`config.mk`:
```
export PLATFORM = sky130hd
export DESIGN_NAME = fpdram_sequencer
export DESIGN_NICKNAME = d
export VERILOG_FILES = /design/src/rtl/fpdram_pkg.sv /design/src/rtl/fpdram_phase_timer.sv /design/src/rtl/fpdram_low_counter.sv /design/src/rtl/fpdram_sequencer.sv
export SDC_FILE = /design/constraint.sdc
export NUM_CORES = 1
export LEC_CHECK = 0
export BUFFER_PORTS_ARGS = -buffer_cell sky130_fd_sc_hd__buf_4
export CAP_MARGIN = 10
export CORE_UTILIZATION = 54
export DETAILED_ROUTE_END_ITERATION = 6
export PLACE_DENSITY = 0.84
export SETUP_SLACK_MARGIN = 0.5
export SLEW_MARGIN = 20
export SYNTH_ARGS = -nofsm -noshare
export SYNTH_HDL_FRONTEND = slang
export SYNTH_SLANG_ARGS = --single-unit
```
`constraint.sdc`:
```
create_clock -name clk -period 8.9 [get_ports clk]
set_input_delay 0.445 -clock clk [delete_from_list [all_inputs] [get_ports clk]]
set_output_delay 0.445 -clock clk [all_outputs]
set_load 0.005 [all_outputs]
```
`src/rtl/fpdram_pkg.sv`:
```
package fpdram_pkg;

  typedef enum logic [2:0] {
    ST_IDLE,   // row closed, precharged
    ST_PRECH,  // row strobe high, counting precharge
    ST_ACT,    // row strobe low, row address held
    ST_COLA,   // column address, write data and enable set up
    ST_CASL,   // column strobes low
    ST_OPEN,   // row open, strobes high, waiting
    ST_GRANT   // device handed to refresh
  } seq_state_t;

  function automatic int fpdram_max(input int a, input int b);
    return (a > b) ? a : b;
  endfunction

endpackage

```
`src/rtl/fpdram_phase_timer.sv`:
```
module fpdram_phase_timer #(
  parameter int W = 4
) (
  input  logic         clk,
  input  logic         rst,
  input  logic         load,
  input  logic [W-1:0] value,
  output logic         zero
);
  logic [W-1:0] cnt_q;

  always_ff @(posedge clk) begin
    if (rst)           cnt_q <= '0;
    else if (load)     cnt_q <= value;
    else if (cnt_q != '0) cnt_q <= cnt_q - 1'b1;
  end

  assign zero = (cnt_q == '0);
endmodule

```
`src/rtl/fpdram_low_counter.sv`:
```
module fpdram_low_counter #(
  parameter int W   = 16,
  parameter int SAT = 10000
) (
  input  logic         clk,
  input  logic         rst,
  input  logic         strobe_low,
  output logic [W-1:0] cycles
);
  always_ff @(posedge clk) begin
    if (rst || !strobe_low)       cycles <= '0;
    else if (cycles != W'(SAT))   cycles <= cycles + 1'b1;
  end
endmodule

```
`src/rtl/fpdram_sequencer.sv`:
```
module fpdram_sequencer import fpdram_pkg::*; #(
  parameter int ROW_W      = 12,
  parameter int COL_W      = 10,
  parameter int DQ_W       = 4,
  parameter int T_RP       = 4,
  parameter int T_RCD      = 2,
  parameter int T_CAS      = 3,
  parameter int T_RAS_MIN  = 6,
  parameter int T_RASP_MAX = 10000
) (
  input  logic                                   clk,
  input  logic                                   rst,
  input  logic                                   req_valid,
  output logic                                   req_ready,
  input  logic [ROW_W+COL_W-1:0]                 req_addr,
  input  logic                                   req_write,
  input  logic [DQ_W-1:0]                        req_mask,
  input  logic [DQ_W-1:0]                        req_wdata,
  output logic                                   rd_valid,
  output logic [DQ_W-1:0]                        rd_data,
  input  logic                                   ref_req,
  output logic                                   ref_gnt,
  output logic [fpdram_max(ROW_W,COL_W)-1:0]     dram_addr,
  output logic                                   dram_ras_n,
  output logic [DQ_W-1:0]                        dram_cas_n,
  output logic                                   dram_we_n,
  output logic                                   dram_oe_n,
  output logic [DQ_W-1:0]                        dram_dq_out,
  output logic                                   dram_dq_oe,
  input  logic [DQ_W-1:0]                        dram_dq_in
);
  localparam int ADDR_W    = ROW_W + COL_W;
  localparam int MUX_W     = fpdram_max(ROW_W, COL_W);
  localparam int STEP_MAX  = fpdram_max(fpdram_max(T_RP, T_RCD), T_CAS);
  localparam int TMR_W     = $clog2(STEP_MAX + 1);
  localparam int RAS_W     = $clog2(T_RASP_MAX + 1) + 1;
  localparam int PAGE_SPAN = T_CAS + 3;  // low cycles a page cycle adds before the next close point

  seq_state_t state, state_d;
  logic [ROW_W-1:0] open_row, nx_row;
  logic [COL_W-1:0] cur_col, nx_col;
  logic             cur_write, nx_write;
  logic [DQ_W-1:0]  cur_mask, nx_mask, cur_wdata, nx_wdata, cas_fall;
  logic             tmr_load, tmr_zero, accept, row_hit, page_ok, ras_ok;
  logic [TMR_W-1:0] tmr_val;
  logic [RAS_W-1:0] ras_cnt;

  fpdram_phase_timer #(.W(TMR_W)) i_phase (
    .clk(clk), .rst(rst), .load(tmr_load), .value(tmr_val), .zero(tmr_zero));

  fpdram_low_counter #(.W(RAS_W), .SAT(T_RASP_MAX)) i_ras_low (
    .clk(clk), .rst(rst), .strobe_low(!dram_ras_n), .cycles(ras_cnt));

  assign row_hit = (req_addr[ADDR_W-1:COL_W] == open_row);
  assign page_ok = (ras_cnt + RAS_W'(PAGE_SPAN)) <= RAS_W'(T_RASP_MAX);
  assign ras_ok  = (ras_cnt + 1'b1) >= RAS_W'(T_RAS_MIN);

  assign req_ready = !ref_req &&
                     ((state == ST_IDLE) || (state == ST_OPEN && row_hit && page_ok));
  assign accept    = req_valid && req_ready;

  // next access fields as they will be after this edge
  assign nx_row   = (accept && state == ST_IDLE) ? req_addr[ADDR_W-1:COL_W] : open_row;
  assign nx_col   = accept ? req_addr[COL_W-1:0] : cur_col;
  assign nx_write = accept ? req_write : cur_write;
  assign nx_mask  = accept ? req_mask  : cur_mask;
  assign nx_wdata = accept ? req_wdata : cur_wdata;

  // per-bit strobe selection: reads fire every bit, writes only masked bits
  for (genvar b = 0; b < DQ_W; b++) begin : g_strobe
    assign cas_fall[b] = !nx_write || nx_mask[b];
  end

  always_comb begin
    state_d  = state;
    tmr_load = 1'b0;
    tmr_val  = '0;
    unique case (state)
      ST_IDLE: begin
        if (ref_req) state_d = ST_GRANT;
        else if (accept) begin
          state_d = ST_ACT; tmr_load = 1'b1; tmr_val = TMR_W'(T_RCD - 1);
        end
      end
      ST_PRECH: if (tmr_zero) state_d = ST_IDLE;
      ST_ACT:   if (tmr_zero) state_d = ST_COLA;
      ST_COLA: begin
        state_d = ST_CASL; tmr_load = 1'b1; tmr_val = TMR_W'(T_CAS - 1);
      end
      ST_CASL:  if (tmr_zero) state_d = ST_OPEN;
      ST_OPEN: begin
        if (accept) state_d = ST_COLA;
        else if ((ref_req || req_valid || !page_ok) && ras_ok) begin
          state_d = ST_PRECH; tmr_load = 1'b1; tmr_val = TMR_W'(T_RP - 1);
        end
      end
      ST_GRANT: begin
        if (!ref_req) begin
          state_d = ST_PRECH; tmr_load = 1'b1; tmr_val = TMR_W'(T_RP - 1);
        end
      end
      default: state_d = ST_IDLE;
    endcase
  end

  always_ff @(posedge clk) begin
    if (rst) begin
      state       <= ST_IDLE;
      open_row    <= '0;
      cur_col     <= '0;
      cur_write   <= 1'b0;
      cur_mask    <= '0;
      cur_wdata   <= '0;
      dram_addr   <= '0;
      dram_ras_n  <= 1'b1;
      dram_cas_n  <= '1;
      dram_we_n   <= 1'b1;
      dram_oe_n   <= 1'b1;
      dram_dq_out <= '0;
      dram_dq_oe  <= 1'b0;
      rd_valid    <= 1'b0;
      rd_data     <= '0;
      ref_gnt     <= 1'b0;
    end else begin
      state     <= state_d;
      open_row  <= nx_row;
      cur_col   <= nx_col;
      cur_write <= nx_write;
      cur_mask  <= nx_mask;
      cur_wdata <= nx_wdata;
      ref_gnt   <= (state_d == ST_GRANT);
      rd_valid  <= (state == ST_CASL) && tmr_zero && !cur_write;
      if ((state == ST_CASL) && tmr_zero && !cur_write) rd_data <= dram_dq_in;

      unique case (state_d)
        ST_ACT: begin
          dram_ras_n <= 1'b0; dram_addr <= MUX_W'(nx_row);
          dram_cas_n <= '1;   dram_we_n <= 1'b1; dram_oe_n <= 1'b1; dram_dq_oe <= 1'b0;
        end
        ST_COLA: begin
          dram_ras_n  <= 1'b0; dram_addr <= MUX_W'(nx_col); dram_cas_n <= '1;
          dram_we_n   <= !nx_write; dram_oe_n <= 1'b1;
          dram_dq_oe  <= nx_write;  dram_dq_out <= nx_wdata;
        end
        ST_CASL: begin
          dram_ras_n <= 1'b0;
          dram_cas_n <= ~cas_fall;
          dram_oe_n  <= nx_write;
        end
        ST_OPEN: begin
          dram_ras_n <= 1'b0; dram_cas_n <= '1;
          dram_we_n  <= 1'b1; dram_oe_n  <= 1'b1; dram_dq_oe <= 1'b0;
        end
        default: begin
          dram_ras_n <= 1'b1; dram_cas_n <= '1;
          dram_we_n  <= 1'b1; dram_oe_n  <= 1'b1; dram_dq_oe <= 1'b0;
        end
      endcase
    end
  end
endmodule

```
==> metrics, run 1 <==
vias in the first global route 3532; final period demand of the worst path about 3.4 ns; Synth Instances ~500; pre-CTS worst setup slack ~5.6 ns; register-to-register path setup slack 5.49 ns; final hold viol count 0; post-CTS setup buffer count 0; Inserted Clock Buffers 9; Port Buffers 69; overall routed net length ~10 mm; net count of the mapped netlist 548; Area contributors post-synth dfxtp_1, mux2i_1, nor2_1, xnor2_1, nand2_1; deepest level of the CTS H-tree 3; leakage power figure roughly 2.2 nW; top cell type's share of synthesized area 37.22%; RSZ-0062 raised after global routing no; number of cells traversed by the worst register-to-register path 9; Antenna Cells 0; routed wire length per instance approximately 16 um; critical path class flip-flop to output pin; global placer's final weighted congestion 0.9777; FMAX a little under 0.3 GHz; die area 8533 sq um; Final Net Count approximately 590; data required time of the worst path approximately 8.5 ns; hold buffer count at CTS 0; DRC violation count after routing 0; Std-Cell Core Area roughly 8000 sq um; leading area contributor after synthesis dfxtp_1; 1st-iter DRT viols between 300 and 400; kind of end point of the critical path output pin; number of enable flip-flop cells after synthesis 0; critical register-to-register path endpoint dram_ras_n; Root Buffer clkbuf_8; mapped cell area 4410 sq um; placed instance count about 640; estimated wirelength of the detail-placed design between 7 and 8 mm; fraction of layout cells with a size suffix above 1 roughly a fifth; PnR worst setup slack ~5.5 ns; x dimension of the die between 90 and 100 um; clock-pin transition on the worst setup and hold timing paths around 0.090 ns; initial cell density of the core between 50% and 60%; leading cell type in the layout, fill and taps excluded nor2_1; final count of pins violating max slew 0; total power divided by cell area ~240 nW/um^2; Async SR Flop Fraction 0%; # Max-Cap Violations 0; final setup violation count 0; GRT Resource Usage Total 24.88%; fin cells ~650; first-pass GRT wire length approximately 17 mm; data arrival time of the worst path about 3.0 ns; post-route clock period utilization 38.36%; number of vias after detailed routing 3828; number of search-and-repair iterations in the first detailed-routing pass 5; fillcell total 650; status finished clean; remaining global-route overflow 0; per-cell via count in the routed design ~5.9; growth of design area from synthesis to finish 14.89%; Final ANT Viol Nets 0; I/O pins 70; startpoint of the most critical register-to-register path i_ras_low.cycles[1]; commonest cells after routing, fill and taps aside nor2_1, dfxtp_1, buf_4; final sum of negative setup slack 0 ns; Main synth FF type dfxtp_1; Seq/Total Area, Yosys between 30 and 40%; peak ir drop on the vdd network 157.2 uV; Resized cells post-CTS 0; slew at the pin closest to its max-slew limit between 0.9 and 1 ns; antenna violations before repair 0; maximum clock insertion buffer count 2; maximum number of pins on one net before global-route repair 46; Yosys cell types 70; launching instance or port of the critical path i_ras_low.cycles[1]; setup skew after layout around 0.016 ns; Clk Latency, worst-skew pair between 0.3 and 0.4 ns; DIE HEIGHT roughly 92 um; hold crit path type input pin to flip-flop; count of yosys warnings during synthesis 0; Critical path destination req_ready; num rows 32; number of storage elements in the synthesis netlist 82; number of clock sinks seen by CTS 82; largest fanout of any net on the critical path 8; clock tree from TritonCTS yes; headroom to the max-slew limit between 30 and 40%; crit path launch type flip-flop; syn_area_per_cell 8.803 sq um
-- stage by stage --
step | hold slack, ns | instance area (sq um) | power [mW] | utilization, %
2_1_floorplan | 0.4605 | 4410 | 0.8068 | -
3_3_place_gp | 0.4576 | 4881 | 0.9389 | 62.52
3_5_place_dp | 0.4580 | 4882 | 0.9546 | 62.53
4_1_cts | 0.3025 | 5067 | 1.212 | 64.90
5_1_grt | 0.3125 | 5067 | 1.287 | 64.90
6_report | 0.3110 | 5067 | 1.212 | 64.90
-- logic make-up after synthesis --
| group | synth area share (%) |
|---|---|
| AOI/OAI and AO/OA | 14.78 |
| DFF | 37.22 |
| adders and majority gates | 2.270 |
| muxes | 9.986 |
| xor gates and xnor gates | 6.553 |
| buffers and inverters | 5.475 |
| and+or+nand+nor | 23.72 |
-- critical path: stages (launching register included) --
cell     delay, ns
dfxtp_1       0.45
inv_1         0.14
ha_1          0.35
or4_4         0.57
a21oi_4       0.15
o31ai_2       0.11
nor3_2        0.29
o21ai_0       0.20
a21oi_1       0.21
buf_4         0.14
-- flip-flops by register name, summed over array words and instances (netlist names), 3 cells and up --
register and flops:
rd_data 4, cur_mask 4, i_phase.cnt_q 3, dram_dq_out 4, dram_cas_n 4, dram_addr 12, i_ras_low.cycles 15, cur_wdata 4
open_row 12, state 3, cur_col 10
-- final cells by class --
type | instances | area (sq um) | area share (%)
multi-input combinational | 370 | 2535 | 50.02
sequential | 82 | 1642 | 32.39
timing repair buffer | 70 | 525.5 | 10.37
tap | 102 | 127.6 | 2.519
clock buffer | 9 | 123.9 | 2.444
clock inverter | 7 | 61.31 | 1.210
inverter | 14 | 52.55 | 1.037
-- power by group --
part	switching [mW]	internal (mW)	leakage, nW
combinational	0.255	0.209	1.43
sequential	0.0512	0.436	0.667
clock	0.154	0.107	0.0936
total	0.460	0.752	2.19
-- metal layers --
layer	global-route usage [%]	wire, um
met1	33.86	4717
met2	38.64	4806
met3	5.008	636
met4	9.635	255
met5	0	0
-- cells in the mapped netlist, types with 10 or more instances --
master and count:
inv_1 14, nand3_1 12, a21oi_1 11, xnor2_1 28, dfxtp_1 82, nor2_1 91
nand2_1 31, o21ai_0 11, mux2i_1 38, clkbuf_1 17, a32o_1 10
-- worst min-delay path by stage --
stage / startpoint / to / cells after the start / slack, ns
floorplan: cur_wdata[0] / cur_wdata[0] / 2 / 0.46
global placement: dram_addr[1] / dram_addr[1] / 1 / 0.46
detailed placement: dram_addr[1] / dram_addr[1] / 1 / 0.46
CTS: dram_dq_in[2] / rd_data[2] / 3 / 0.30
global route: req_addr[8] / cur_col[8] / 3 / 0.31
finish: dram_dq_in[2] / rd_data[2] / 3 / 0.31
Note: power is estimated with default switching activity, not from simulation.
==> inputs of run 2 (changes only) <==
clock period = 3.5 ns   (was 8.9 ns; I/O delays follow)
==> run 2 against run 1 <==
Compared with the run above:
- setup slack worse by 4.9 ns
- critical path depth unchanged
- cell area up 3.4%
- first-iteration DRC count up 6.4%
- sequential share of layout area down 0.82 points
- non-clock buffer count up 9
- combinational power rose to 2.6 times the previous value
- wire length up 3.3%
- clock skew down 0.0012 ns
- critical endpoint is now dram_dq_oe
- final cell count up 1.4%
==> metrics, run 2 (synthesis gave the netlist of run 1 again) <==
launching instance or port of the critical path i_ras_low.cycles[1]; estimated wirelength of the detail-placed design 7.808 mm (+3.0%); data required time of the worst path 3.76 ns (-4.70 ns); growth of design area from synthesis to finish 18.78%; FF+latch area 1654 sq um (+0.76%); startpoint of the most critical register-to-register path i_ras_low.cycles[1]; startpoint of the tightest hold check path dram_dq_in[2]; Antenna Cells 0 (unchanged); # Max-Cap Violations 0 (unchanged); 1st-iter DRT viols 350 (+6.4%); routed wire length per instance 16.23 um (+1.9%); register-to-register path setup slack 0.62 ns (-4.87 ns); number of search-and-repair iterations in the first detailed-routing pass 5 (unchanged); I/O pins 70 (unchanged); clock-pin transition on the worst setup and hold timing paths 0.09 ns (about the same); number of cells traversed by the worst register-to-register path 9 (unchanged); total power divided by cell area 598.9 nW/um^2 (+150%); Clk Latency, worst-skew pair 0.37 ns (about the same); FMAX around 0.35 GHz; hold buffer count at CTS 0 (unchanged); Final ANT Viol Nets 0 (unchanged); largest fanout of any net on the critical path 8 (unchanged); x dimension of the die 92.38 um (unchanged); RSZ-0062 raised after global routing yes; kind of end point of the critical path flip-flop; leading cell type in the layout, fill and taps excluded nor2_1; per-cell via count in the routed design 5.851 (about the same); switching share of total power 37.80% (-0.16 points); final setup violation count 0 (unchanged); critical path class flip-flop to flip-flop; fraction of layout cells with a size suffix above 1 25.49% (+4.5 points); maximum number of pins on one net before global-route repair 46 (unchanged); Port Buffers 69 (unchanged); first-pass GRT wire length 17.52 mm (+4.5%); utilization after layout 67.10% (+2.2 points); number of clock sinks seen by CTS 82 (unchanged); die area 8533 sq um (unchanged); DRC violation count after routing 0 (unchanged); data arrival time of the worst path 3.15 ns (+0.18 ns); critical register-to-register path endpoint dram_dq_oe; overall routed net length 10.76 mm (+3.3%); headroom to the max-slew limit 40.09% (+0.49 points); DIE HEIGHT 92.38 um (unchanged); Inserted Clock Buffers 9 (unchanged); GRT Resource Usage Total 26.02% (+1.1 points); number of vias after detailed routing 3879 (+1.3%); clock tree from TritonCTS yes; hold crit path type input pin to flip-flop; crit path launch type flip-flop; Std-Cell Core Area 7807 sq um (unchanged); post-route clock period utilization 82.42%; number of flip-flops in the largest register 15 (unchanged); final standard cell area without fillers 5239 sq um (+3.4%); hold endpoint rd_data[2]; part of the power in registers 39.7% (-0.5 points); Pint 1.952 mW (+160%); final period demand of the worst path just under 3 ns; maximum clock insertion buffer count 2 (unchanged); peak ir drop on the vdd network 359.0 uV (+130%); combinational share of power 38.9% (+0.6 points); combined area of the multi-input logic cells 2603 sq um (+2.7%); final count of pins violating max slew 0 (unchanged); global placer's final weighted congestion 0.9201 (-5.9%); biggest regs i_ras_low.cycles x15, dram_addr x12, open_row x12; final sum of negative setup slack 0 ns (unchanged); num rows 32 (unchanged); status finished clean; deepest level of the CTS H-tree 3 (unchanged); leakage power figure 2.243 nW (+2.5%); initial cell density of the core 56.49% (unchanged); antenna violations before repair 0 (unchanged); Top reg by flops i_ras_low.cycles; vias in the first global route 3636 (+2.9%); Switch Pwr 1.186 mW (+160%); remaining global-route overflow 0 (unchanged); Root Buffer clkbuf_8; commonest cells after routing, fill and taps aside nor2_1, buf_4, dfxtp_1; slew at the pin closest to its max-slew limit 0.8892 ns (-0.01674 ns); Min-Delay Path Depth 3 (unchanged); Final Net Count 603 (+1.5%); fillcell total 627 (-3.5%); final hold viol count 0 (unchanged); Clk pwr share 21.4% (about the same); Post-DP Area 4946 sq um (+1.3%); setup skew after layout 0.01517 ns (-0.001158 ns)
run 2: cell types whose count changed in the layout (fill, tap and decap cells not counted), moves of 2 or more:
| cell | change |
|---|---|
| a21oi_1 | -3 |
| clkinv_4 | -2 |
| dfxtp_2 | +10 |
| nor4_1 | -2 |
| dfxtp_1 | -10 |
| clkinvlp_4 | +2 |
| a2111oi_1 | +2 |
| a21oi_2 | +2 |
| a2111oi_0 | -2 |
| nor4_2 | +2 |
| buf_4 | +8 |
run 2: layout make-up:
type                            instances  area share [%]
Clock buffer                            9           2.364
Multi-Input combinational cell        370           49.68
Sequential cell                        82           31.57
Timing Repair Buffer                   79           11.56
Inverter                               14           1.003
Clock inverter                          7           1.385
Tap cell                              102           2.436
run 2: power groups by stage:
stage | Sequential [mW] | Combinational, mW | Clock (mW)
after floorplan | 1.21 | 0.837 | 0
after global placement | 1.25 | 1.15 | 0
after detailed placement | 1.26 | 1.19 | 0
after CTS | 1.24 | 1.20 | 0.682
after global routing | 1.27 | 1.35 | 0.721
final | 1.24 | 1.22 | 0.673
run 2: stage by stage:
stage | hold WS [ns] | worst slack [ns] | std cells | total power [mW]
3_5_place_dp | 0.4161 | 0.2278 | 645 | 2.446
6_report | 0.03962 | 0.6154 | 663 | 3.138
4_1_cts | 0.03509 | 0.5100 | 663 | 3.121
2_1_floorplan | 0.3189 | 0.6367 | 501 | 2.052
3_3_place_gp | 0.4037 | 0.3513 | 645 | 2.400
5_1_grt | 0.04572 | 0.4996 | 663 | 3.332
run 2: routing by layer:
| layer | GRT usage (%) | up-vias | share of wire [%] |
|---|---|---|---|
| met5 | 0 | - | 0 |
| met4 | 12.50 | 0 | 2.5 |
| met3 | 3.777 | 31 | 5.8 |
| met2 | 39.63 | 153 | 46 |
| met1 | 36.02 | 1825 | 45 |
| li1 | - | 1870 | - |
run 2: worst max path at each step:
stage	to	slack, ns	cells after the start
after detailed placement	dram_addr[2]	0.23	9
after floorplan	dram_dq_oe	0.64	10
after CTS	req_ready	0.51	8
final	dram_dq_oe	0.62	9
after global placement	dram_addr[3]	0.35	9
after global routing	req_ready	0.50	9
run 2: what timing repair did:
item	CTS	global route
pin swaps	2	4
endpoints found under the hold margin	0	0
gates resized for setup	8	18
setup buffers	2	0
endpoints found under the setup margin	36	35
run 2: worst max-delay path: stages (launching register included):
cell and delay, ns:
dfxtp_2 0.41, inv_1 0.13, ha_4 0.22, or4_4 0.53
a21oi_4 0.16, o31ai_2 0.12, or4_4 0.58, and4_4 0.23
o211ai_2 0.19, a21bo_1 0.22
==> inputs of run 3 (changes only) <==
ABC_AREA = 1   (was unset)
CORE_UTILIZATION = 51   (was 54)
PLACE_DENSITY = 0.83   (was 0.84)
clock period = 2.5 ns   (was 3.5 ns; I/O delays follow)
==> run 3 against run 2 <==
Compared with the run above:
- the run now ends with negative setup slack left
- wire length grew 2.8%
- register-to-register slack got worse by 0.73 ns
- cell area is 3.9% higher
- sequential cell count is the same
- clock-buffer cell count rose by 1
- critical endpoint is now dram_we_n
==> metrics, run 3 <==
status complete, but fails checks; leading cell type in the layout, fill and taps excluded nand2_1; Final Net Count 720 (+19%); DRC violation count after routing 0 (unchanged); # Max-Cap Violations 0 (unchanged); fillcell total 596 (-4.9%); data required time of the worst path 2.74 ns (-1.02 ns); number of search-and-repair iterations in the first detailed-routing pass 5 (unchanged); final count of pins violating max slew 0 (unchanged); GRT Resource Usage Total 24.93% (-1.1 points); hold crit path type input pin to flip-flop; final sum of negative setup slack -1.643 ns (-1.643 ns); x dimension of the die 92.18 um (-0.21%); Root Buffer clkbuf_8; critical path class flip-flop to flip-flop; number of vias after detailed routing 4151 (+7.0%); maximum clock insertion buffer count 2 (unchanged); Inserted Clock Buffers 9 (unchanged); count of yosys warnings during synthesis 0 (unchanged); Top reg by flops i_ras_low.cycles; mapped cell area 4148 sq um (-6.0%); kind of end point of the critical path flip-flop; I/O pins 70 (unchanged); syn_area_per_cell 7.139 sq um (-19%); Main synth FF type dfxtp_1; cell with the most instances after synthesis nand2_1; per-cell via count in the routed design 5.322 (-9.0%); clock-pin transition on the worst setup and hold timing paths 0.09 ns (about the same); leakage power figure 2.466 nW (+10%); Yosys cell types 38 (-46%); Area contributors post-synth dfxtp_1, nand2_1, nor2_1, nand3_1, inv_1; combinational share of power 50.2% (+11 points); number of storage elements in the synthesis netlist 82 (unchanged); die area 8497 sq um (-0.42%); Clk Latency, worst-skew pair 0.36 ns (about the same); Port Buffers 69 (unchanged); largest fanout of any net on the critical path 14 (+6); final period demand of the worst path 2.619 ns (-0.2655 ns); data arrival time of the worst path 2.86 ns (-0.29 ns); Final ANT Viol Nets 0 (unchanged); Std-Cell Core Area 7807 sq um (unchanged); number of flip-flops in the largest register 15 (unchanged); part of the power in registers 33.0% (-6.7 points); Pint 3.050 mW (+56%); remaining global-route overflow 0 (unchanged); Clk pwr share 16.7% (-4.7 points); final hold viol count 0 (unchanged); net count of the mapped netlist 628 (+15%); Seq/Total Area, Yosys 39.58% (+2.4 points); setup skew after layout 0.01440 ns (-0.0007708 ns); Antenna Cells 0 (unchanged); total power divided by cell area 973.2 nW/um^2 (+63%); peak ir drop on the vdd network 655.7 uV (+83%); switching share of total power 42.41% (+4.6 points); global placer's final weighted congestion 0.9253 (+0.57%); number of clock sinks seen by CTS 82 (unchanged); PnR worst setup slack -0.1191 ns (-0.7345 ns); routed wire length per instance 14.18 um (-13%); fin cells 780 (+18%); launching instance or port of the critical path i_ras_low.cycles[1]; headroom to the max-slew limit 39.26% (-0.84 points); startpoint of the tightest hold check path req_write; growth of design area from synthesis to finish 31.22%; number of enable flip-flop cells after synthesis 0 (unchanged); vias in the first global route 3909 (+7.5%); num rows 32 (unchanged); deepest level of the CTS H-tree 3 (unchanged); overall routed net length 11.06 mm (+2.8%); most numerous cell types in the synthesized netlist nand2_1, dfxtp_1, nor2_1, inv_1, nand3_1; startpoint of the most critical register-to-register path i_ras_low.cycles[1]; violated checks negative setup slack; fraction of layout cells with a size suffix above 1 30.24% (+4.7 points); DIE HEIGHT 92.18 um (-0.21%); post-route clock period utilization 104.8% (+22 points); Switch Pwr 2.247 mW (+89%); RSZ-0062 raised after global routing yes; top cell type's share of synthesized area 39.58% (+2.4 points); final setup violation count 28 (+28); placed instance count 749 (+16%); hold buffer count at CTS 0 (unchanged); biggest regs i_ras_low.cycles x15, dram_addr x12, open_row x12; pre-CTS worst setup slack -0.1056 ns (-0.3334 ns); initial cell density of the core 53.13% (-3.4 points); leading area contributor after synthesis dfxtp_1; overall power of the completed layout 5.297 mW (+69%); antenna violations before repair 0 (unchanged); Synth Instances 581 (+16%); estimated wirelength of the detail-placed design 7.310 mm (-6.4%); commonest cells after routing, fill and taps aside nand2_1, buf_4, nor2_1; FMAX 0.3818 GHz (+10%); 1st-iter DRT viols 173 (-51%); maximum number of pins on one net before global-route repair 42 (-8.7%); first-pass GRT wire length 17.04 mm (-2.8%); clock tree from TritonCTS yes; utilization after layout 69.71% (+2.6 points); crit path launch type flip-flop; Async SR Flop Fraction 0% (unchanged); slew at the pin closest to its max-slew limit 0.9016 ns (+0.01242 ns)
## run 3: cell types whose count changed in the layout (fill, tap and decap cells not counted), sizes merged, moves of 11 or more
cell	before	now
mux2i	38	10
xnor2	28	3
buf	79	95
inv	17	70
nand2	32	136
a21oi	12	25
xor2	5	22
nand3	13	57
o21ai	12	23
## run 3: cell families after synthesis
group / share of synthesized area [%]
AO/OA/AOI/OAI: 7.723
XOR/XNOR: 5.279
adder cells (fa/ha/maj): 2.413
buffers and inverters: 8.326
flip-flops: 39.58
multiplexers: 2.413
AND/OR/NAND/NOR: 34.27
## run 3: per-stage QoR
stage / hold WS (ns) / instance area, sq um
after floorplan: 0.2058 / 4213
after global placement: 0.3658 / 4888
after detailed placement: 0.3731 / 4888
after CTS: 0.0002253 / 5184
after global routing: 0.01036 / 5443
final: 0.008450 / 5443
## run 3: final timing paths
| check | to | slack (ns) | cells past startpoint |
|---|---|---|---|
| worst max-delay path | dram_we_n | -0.12 | 21 |
| worst min-delay path | dram_oe_n | 0.008 | 3 |
| worst max register to register | dram_we_n | -0.12 | 21 |
| worst min register to register | dram_dq_out[2] | 0.47 | 2 |
## run 3: layout make-up
| class | count | area (sq um) | share of cell area, % |
|---|---|---|---|
| Tap cell | 102 | 127.6 | 2.345 |
| Timing Repair Buffer | 96 | 765.7 | 14.07 |
| Clock inverter | 6 | 48.80 | 0.8966 |
| Clock buffer | 10 | 127.6 | 2.345 |
| Multi-Input combinational cell | 415 | 2452 | 45.06 |
| Inverter | 69 | 264.0 | 4.851 |
| Sequential cell | 82 | 1657 | 30.44 |
## run 3: routing by layer
metal	vias to the layer above	track usage (%)	part of all wire (%)
met2	143	45.83	52
met4	0	9.505	2.6
li1	2030	-	-
met3	32	3.731	5.2
met1	1946	28.89	40
met5	-	0	0
## run 3: what timing repair did
action,in CTS,in global routing
setup buffers,5,8
pin swaps,3,11
endpoints found under the setup margin,50,50
gates cloned,1,1
resized for setup,21,40
## run 3: power by group through the flow
stage / Clock, mW / Sequential [mW] / Combinational (mW)
after global routing: 0.938 / 1.78 / 2.89
after CTS: 0.894 / 1.74 / 2.33
final: 0.886 / 1.75 / 2.66
after floorplan: 0 / 1.75 / 1.48
after global placement: 0 / 1.76 / 2.11
after detailed placement: 0 / 1.77 / 2.16
## run 3: worst max-delay path, stage by stage, from the launching register on
cell and delay (ns):
dfxtp_4 0.40, buf_4 0.12, nor2_1 0.05, nor2_4 0.22, nand3_1 0.10, nand2_1 0.11, nand3_2 0.09, inv_2 0.06
nand2_1 0.06, nor2_1 0.11, nand2_1 0.07, nand2_2 0.08, nand2_2 0.07, nand2_2 0.09, nand3_4 0.14, buf_12 0.20
nand2_2 0.06, o21ai_2 0.06, inv_2 0.10, nand2_2 0.08, nor2_1 0.17, nor2_1 0.06
